===== src/rtl/lt_pkg.sv =====
`timescale 1ns/1ps
package lt_pkg;
  localparam int ADR_TICKBUF = 0;
  localparam int ADR_INTBUF  = 1;
  localparam int ADR_CTRL    = 2;
  localparam int ADR_ENABLE  = 3;
  localparam int ADR_PEND    = 4;
  localparam int ADR_WSTAT   = 5;
  localparam int ADR_TICKCNT = 6;
  localparam int ADR_INTCNT  = 7;

  localparam int WS_TICK = 0;
  localparam int WS_INT  = 1;
  localparam int WS_CTRL = 3;

  localparam int CB_RUN      = 0;
  localparam int CB_INTRUN   = 1;
  localparam int CB_INTERVAL = 2;

  typedef struct packed {
    logic loadTick;
    logic loadInt;
    logic tickRun;
    logic intRun;
    logic interval;
  } ltStrobe_t;
endpackage


===== src/rtl/lt_count.sv =====
`timescale 1ns/1ps
module lt_count
  import lt_pkg::*;
#(
  parameter int TICK_W = 32,
  parameter int ICNT_W = 31
) (
  input  logic              clk,
  input  logic              rstN,
  input  ltStrobe_t         stb,
  input  logic [TICK_W-1:0] tickLoad,
  input  logic [ICNT_W-1:0] intLoad,
  input  logic [TICK_W-1:0] tickBuf,
  input  logic [ICNT_W-1:0] intBuf,
  output logic [TICK_W-1:0] tickCnt,
  output logic [ICNT_W-1:0] intCnt,
  output logic              expire
);
  logic tickWrap, intStep;

  assign tickWrap = stb.tickRun && (tickCnt <= TICK_W'(1));
  assign intStep  = tickWrap && stb.intRun && (intCnt != '0);
  assign expire   = intStep && (intCnt == ICNT_W'(1));

  always_ff @(posedge clk) begin
    if (!rstN)            tickCnt <= TICK_W'(1);
    else if (stb.loadTick) tickCnt <= tickLoad;
    else if (tickWrap)    tickCnt <= tickBuf;
    else if (stb.tickRun) tickCnt <= tickCnt - TICK_W'(1);
  end

  always_ff @(posedge clk) begin
    if (!rstN)            intCnt <= '0;
    else if (stb.loadInt) intCnt <= intLoad;
    else if (expire)      intCnt <= stb.interval ? intBuf : '0;
    else if (intStep)     intCnt <= intCnt - ICNT_W'(1);
  end

  // a stopped timer freezes the tick counter
  a_r5_tick_freeze: assert property (@(posedge clk) disable iff (!rstN)
    (!stb.tickRun && !stb.loadTick) |=> $stable(tickCnt));
  // interrupt counter holds unless both stages run
  a_r6_int_hold: assert property (@(posedge clk) disable iff (!rstN)
    (!(stb.tickRun && stb.intRun) && !stb.loadInt) |=> $stable(intCnt));
  // one-shot expiry leaves the counter at zero
  a_r4_oneshot_zero: assert property (@(posedge clk) disable iff (!rstN)
    (expire && !stb.interval && !stb.loadInt) |=> (intCnt == '0));
endmodule


===== src/rtl/lt_ctrl.sv =====
`timescale 1ns/1ps
module lt_ctrl
  import lt_pkg::*;
#(
  parameter int TICK_W = 32,
  parameter int ICNT_W = 31,
  parameter int ADDR_W = 3,
  parameter int DATA_W = 32
) (
  input  logic              clk,
  input  logic              rstN,
  input  logic              wrEn,
  input  logic [ADDR_W-1:0] wrAddr,
  input  logic [DATA_W-1:0] wrData,
  input  logic [ADDR_W-1:0] rdAddr,
  output logic [DATA_W-1:0] rdData,
  input  logic [TICK_W-1:0] tickCnt,
  input  logic [ICNT_W-1:0] intCnt,
  input  logic              expire,
  output ltStrobe_t         stb,
  output logic [TICK_W-1:0] tickBuf,
  output logic [ICNT_W-1:0] intBuf,
  output logic              irq
);
  localparam int UPD_BIT = ICNT_W;

  logic [2:0] ctrlReg;
  logic       intEn, pending;
  logic [3:0] wstat;
  logic hitTick, hitInt, hitCtrl, hitEn, hitPend, hitWs;

  assign hitTick = wrEn && (wrAddr == ADDR_W'(ADR_TICKBUF));
  assign hitInt  = wrEn && (wrAddr == ADDR_W'(ADR_INTBUF));
  assign hitCtrl = wrEn && (wrAddr == ADDR_W'(ADR_CTRL));
  assign hitEn   = wrEn && (wrAddr == ADDR_W'(ADR_ENABLE));
  assign hitPend = wrEn && (wrAddr == ADDR_W'(ADR_PEND));
  assign hitWs   = wrEn && (wrAddr == ADDR_W'(ADR_WSTAT));

  always_comb begin
    stb.loadTick = hitTick;
    stb.loadInt  = hitInt && wrData[UPD_BIT];
    stb.tickRun  = ctrlReg[CB_RUN];
    stb.intRun   = ctrlReg[CB_INTRUN];
    stb.interval = ctrlReg[CB_INTERVAL];
  end

  always_ff @(posedge clk) begin
    if (!rstN) begin
      tickBuf <= TICK_W'(1);
      intBuf  <= '0;
      ctrlReg <= '0;
      intEn   <= 1'b0;
      pending <= 1'b0;
    end else begin
      if (hitTick) tickBuf <= wrData[TICK_W-1:0];
      if (hitInt)  intBuf  <= wrData[ICNT_W-1:0];
      if (hitCtrl) ctrlReg <= wrData[2:0];
      if (hitEn)   intEn   <= wrData[0];
      pending <= (pending && !(hitPend && wrData[0])) || expire;
    end
  end

  // one write-status bit per tracked register
  localparam int NWS = 3;
  localparam int WS_POS [NWS] = '{WS_TICK, WS_INT, WS_CTRL};
  logic [NWS-1:0] wsSet;
  assign wsSet = {hitCtrl, hitInt, hitTick};

  generate
    for (genvar g = 0; g < NWS; g++) begin : g_ws
      always_ff @(posedge clk) begin
        if (!rstN) wstat[WS_POS[g]] <= 1'b0;
        else wstat[WS_POS[g]] <= (wstat[WS_POS[g]] && !(hitWs && wrData[WS_POS[g]])) || wsSet[g];
      end
    end
  endgenerate
  assign wstat[2] = 1'b0;

  assign irq = pending && intEn;

  always_comb begin
    rdData = '0;
    case (rdAddr)
      ADDR_W'(ADR_TICKBUF): rdData = DATA_W'(tickBuf);
      ADDR_W'(ADR_INTBUF):  rdData = DATA_W'(intBuf);
      ADDR_W'(ADR_CTRL):    rdData = DATA_W'(ctrlReg);
      ADDR_W'(ADR_ENABLE):  rdData = DATA_W'(intEn);
      ADDR_W'(ADR_PEND):    rdData = DATA_W'(pending);
      ADDR_W'(ADR_WSTAT):   rdData = DATA_W'(wstat);
      ADDR_W'(ADR_TICKCNT): rdData = DATA_W'(tickCnt);
      ADDR_W'(ADR_INTCNT):  rdData = DATA_W'(intCnt);
      default:              rdData = '0;
    endcase
  end

  // an expiry always leaves the pending flag set
  a_r3_pending_set: assert property (@(posedge clk) disable iff (!rstN)
    expire |=> pending);
  // a control write is reported in write-status bit 3
  a_r8_ctrl_wstat: assert property (@(posedge clk) disable iff (!rstN)
    hitCtrl |=> wstat[WS_CTRL]);
  // a clear without a new expiry drops the pending flag
  a_r9_pend_clear: assert property (@(posedge clk) disable iff (!rstN)
    (hitPend && wrData[0] && !expire) |=> !pending);
endmodule


===== src/rtl/local_tick_timer.sv =====
`timescale 1ns/1ps
module local_tick_timer
  import lt_pkg::*;
#(
  parameter int TICK_W = 32,
  parameter int ICNT_W = 31,
  parameter int ADDR_W = 3,
  parameter int DATA_W = 32
) (
  input  logic              clk,
  input  logic              rstN,
  input  logic              wrEn,
  input  logic [ADDR_W-1:0] wrAddr,
  input  logic [DATA_W-1:0] wrData,
  input  logic [ADDR_W-1:0] rdAddr,
  output logic [DATA_W-1:0] rdData,
  output logic              irq
);
  ltStrobe_t         stb;
  logic [TICK_W-1:0] tickBuf, tickCnt;
  logic [ICNT_W-1:0] intBuf, intCnt;
  logic              expire;

  lt_ctrl #(.TICK_W(TICK_W), .ICNT_W(ICNT_W), .ADDR_W(ADDR_W), .DATA_W(DATA_W)) u_ctrl (
    .clk(clk), .rstN(rstN), .wrEn(wrEn), .wrAddr(wrAddr), .wrData(wrData),
    .rdAddr(rdAddr), .rdData(rdData), .tickCnt(tickCnt), .intCnt(intCnt),
    .expire(expire), .stb(stb), .tickBuf(tickBuf), .intBuf(intBuf), .irq(irq)
  );

  lt_count #(.TICK_W(TICK_W), .ICNT_W(ICNT_W)) u_count (
    .clk(clk), .rstN(rstN), .stb(stb),
    .tickLoad(wrData[TICK_W-1:0]), .intLoad(wrData[ICNT_W-1:0]),
    .tickBuf(tickBuf), .intBuf(intBuf),
    .tickCnt(tickCnt), .intCnt(intCnt), .expire(expire)
  );
endmodule


===== config.mk =====
export PLATFORM = sky130hd
export DESIGN_NAME = local_tick_timer
export DESIGN_NICKNAME = d
export VERILOG_FILES = /design/src/rtl/lt_pkg.sv /design/src/rtl/lt_count.sv /design/src/rtl/lt_ctrl.sv /design/src/rtl/local_tick_timer.sv
export SDC_FILE = /design/constraint.sdc
export NUM_CORES = 1
export LEC_CHECK = 0
export ABC_CLOCK_PERIOD_IN_PS = 4050
export BUFFER_PORTS_ARGS = -buffer_cell sky130_fd_sc_hd__buf_2
export CAP_MARGIN = 20
export CORE_ASPECT_RATIO = 0.75
export CORE_MARGIN = 2
export CORE_UTILIZATION = 58
export CTS_CLUSTER_SIZE = 14
export DETAILED_ROUTE_END_ITERATION = 7
export GPL_ROUTABILITY_DRIVEN = 0
export PLACE_DENSITY = 0.78
export SLEW_MARGIN = 30
export SYNTH_ARGS = -nofsm -noshare
export SYNTH_HDL_FRONTEND = slang
export SYNTH_SLANG_ARGS = --single-unit

===== constraint.sdc =====
create_clock -name clk -period 4.05 [get_ports clk]
set_clock_uncertainty 0.2 [all_clocks]
set_input_delay 0.81 -clock clk [delete_from_list [all_inputs] [get_ports clk]]
set_output_delay 0.81 -clock clk [all_outputs]
set_load 0.005 [all_outputs]

==> flow_metrics.py <==
metrics = {
    "flow_run": {
        "maxCapViolCount": 0,
    },
    "pwr": {
        "p_leak_nw": 3.64,
        "cell_internal_pwr_w": 0.00257,
        "swShare_pct": 27.5,
        "power_frac_seq_pct": 39.1,
        "pwr_density_cell_mw_per_mm2": 380,
        "combPwrFrac_pct": 13.0,
        "clkPwrFrac_pct": 47.9,
        "ir_worst_vdd_mv": 0.267,
        "p_sw_w": 0.000977,
    },
    "synthesis": {
        "ys_async_sr_fraction_pct": 0,
        "synth_area_mm2": 0.00822,
        "yosysSeqAreaShare_pct": 32.6,
        "synth_fp_nets": 1158,
        "ys_types": 60,
        "yosys_warnings": 0,
        "ys_seq_elements": 134,
        "syn_avg_cell_area_um2": 7.39,
        "synth-edff-count": 0,
        "syn_inst": 1112,
        "synth_ff_type": "dfxtp_1",
    },
    "timing": {
        "rsz0062_at_grt": "no",
        "period_needed_ns": 3.43,
        "slew_headroom_pct": 35.5,
        "post-route-period-util_pct": 84.7,
        "setup_viol": 0,
        "finalSetupTns_ns": 0,
        "fmax_mhz": 291,
        "worst_pin_slew_ns": 0.967,
        "fin_hold_ws_ns": 0.284,
        "finalMaxSlewViolations": 0,
        "hold_viol": 0,
    },
    "final_layout": {
        "num_antenna_cells": 0,
        "final_common_cell": "nand2_1",
        "final_nets": 1189,
        "areaGrowthSynthToFinish_pct": 13.7,
        "drive_gt1_share_pct": 12.7,
        "final_cell_mix": "nand2_1 (210), dfxtp_1 (134), o21ai_0 (89), a21oi_1 (84), a21boi_0 (74)",
    },
    "floorplanning": {
        "fp.dieArea_mm2": 0.0152,
        "core_mm2": 0.0138,
        "die_x_um": 141,
        "die_y_um": 107,
        "ios": 74,
        "num_rows": 37,
        "initial_utilization_pct": 59.6,
    },
    "clock_tree": {
        "cts.path.max_buffers": 2,
        "cts_tree": "done",
        "postCtsHoldBufs": 0,
        "clockRootBuffer": "clkbuf_16",
        "insertion_delay_ns": 0.43,
        "htreeDepth": 4,
        "ctsResizeCount": 0,
        "post_cts_buffers": 0,
        "numCtsBuffers": 17,
        "clk_pin_slew_ns": 0.06,
        "clock-sinks": 134,
    },
    "critical_path": {
        "r2r_setup_slack_ns": 0.62,
        "crit_type": "reg2reg",
        "cp-start-kind": "flop",
        "end_kind": "flop",
        "cp.arrival_ns": 3.54,
        "worstPathRequired_ns": 4.16,
        "cp_max_fo": 21,
    },
    "global_routing": {
        "grt_max_degree": 75,
        "antenna_found_initial": 0,
        "grt.overflow.total": 0,
        "grt.total_usage_pct": 37.4,
        "grt_pass1_vias": 8270,
        "grt_pass1_wl_um": 44600,
    },
    "route": {
        "drtIter0Drc": 1183,
        "vias_per_cell": 6.67,
        "drtPass1Iterations": 6,
        "wl_um": 27900,
        "vias": 8883,
        "ant_nets": 0,
        "drc": 0,
        "wl_per_cell_um": 20.9,
    },
    "placement": {
        "hpwl_um": 18200,
        "portBuffers": 73,
    },
    "outcome": {
        "status": "finished, final reports clean",
    },
    "hold_path": {
        "hp-class": "reg2reg",
    },
}
==> final cells by class <==
class	instances	area [um^2]
multi-input cells	876	5170
fillers	1201	4450
flip-flops and latches	134	2680
repair buffers	101	593
clock buffers	18	439
well taps	175	219
clock inverters	14	200
inverters	13	48.8
==> path summary, 6_finish.rpt <==
kind                        from                   to  depth (start not counted)
min          u_count.tickCnt[23]  u_count.tickCnt[23]                          2
max reg2reg   u_count.intCnt[12]   u_count.intCnt[17]                          8
max           u_count.intCnt[12]   u_count.intCnt[17]                          8
min reg2reg  u_count.tickCnt[23]  u_count.tickCnt[23]                          2
==> cell families (layout without fill, tap and decap cells) <==
group	after synthesis	count (layout)	synth area share, %
and+or+nand+nor	429	429	24.5
AOI/OAI and AO/OA	352	352	26.7
DFF	134	134	32.6
buffers and inverters	102	146	4.76
muxes	66	66	8.08
xor gates and xnor gates	24	24	2.56
adders and majority gates	5	5	0.761
==> cell usage after synthesis (2+ instances only) <==
cell type  count  area, um^2
nand2b_1       8        50.1
or4_1          9        67.6
a22o_1         5        43.8
nor2b_1        9        56.3
or3_1          9        56.3
nand4b_1       6        52.6
buf_2          4        20.0
inv_1         13        48.8
or2_2          4        25.0
mux2i_1       63         631
o31ai_1        6        45.0
nor3b_1        2        15.0
a211oi_1       2        15.0
a31oi_1        9        56.3
ha_1           5        62.6
and4b_1        2        20.0
a32o_1         3        30.0
a21boi_0      74         556
o21ai_0       89         445
nand2_1      210         788
a21oi_1       84         420
nor3_1        24         120
nor2_1        65         244
o22ai_1       31         194
xnor2_1       10        87.6
clkbuf_1      76         285
and3_1        10        62.6
o21a_1         2        15.0
dfxtp_1      134        2680
xor2_1        14         123
mux2_2         3        33.8
a211o_1        4        35.0
o2bb2ai_1      4        35.0
nand4_1       10        62.6
a21o_1         2        15.0
a22oi_1        3        22.5
o211ai_1      11        82.6
nand3_1       27         135
and2_1        10        62.6
o21ai_1        4        20.0
a311oi_1       5        43.8
buf_1          8        30.0
nor4_1        15        93.8
o221ai_1       7        61.3
nor4b_1        2        17.5
==> flip-flops by register name, indices dropped and copies added (netlist names) <==
name / cells
u_ctrl.intBuf: 31
u_ctrl.pending: 1
u_ctrl.tickBuf: 32
u_ctrl.intEn: 1
u_ctrl.ctrlReg: 3
u_count.tickCnt: 32
u_ctrl.wstat: 3
u_count.intCnt: 31
==> metrics by stage <==
step	instance area [um^2]	utilization (%)	std cells	worst slack (ns)	power [W]
detailed placement	8710	63.1	1299	0.654	0.00186
finish	9350	67.8	1331	0.618	0.00355
floorplan	8220	-	1112	0.918	0.00171
global route	9350	67.8	1331	0.458	0.00365
CTS	9350	67.8	1331	0.668	0.00352
global placement	8710	63.1	1299	0.744	0.00185
==> routing by layer <==
metal	track usage, %	part of all wire (%)	up-vias
met5	0	0	-
met2	57.5	44	568
met1	51.0	42	4162
met4	16.2	3.8	0
li1	-	-	4061
met3	7.68	11	92
==> power by group through the flow <==
stage	Combinational, W	Sequential (W)	Clock [W]
2_1_floorplan	0.000308	0.00140	0
3_3_place_gp	0.000433	0.00141	0
3_5_place_dp	0.000441	0.00141	0
4_1_cts	0.000446	0.00139	0.00169
5_1_grt	0.000501	0.00139	0.00176
6_report	0.000460	0.00139	0.00170
==> worst max-delay path, cell delays in order (launching register included) <==
cell and delay (ns):
dfxtp_1 0.37, or4_1 0.59, or3_1 0.47, or4_1 0.69
nor4b_4 0.28, buf_4 0.29, a21oi_1 0.07, a311oi_1 0.24
o21ai_1 0.10
(Power assumes the default switching activity.)
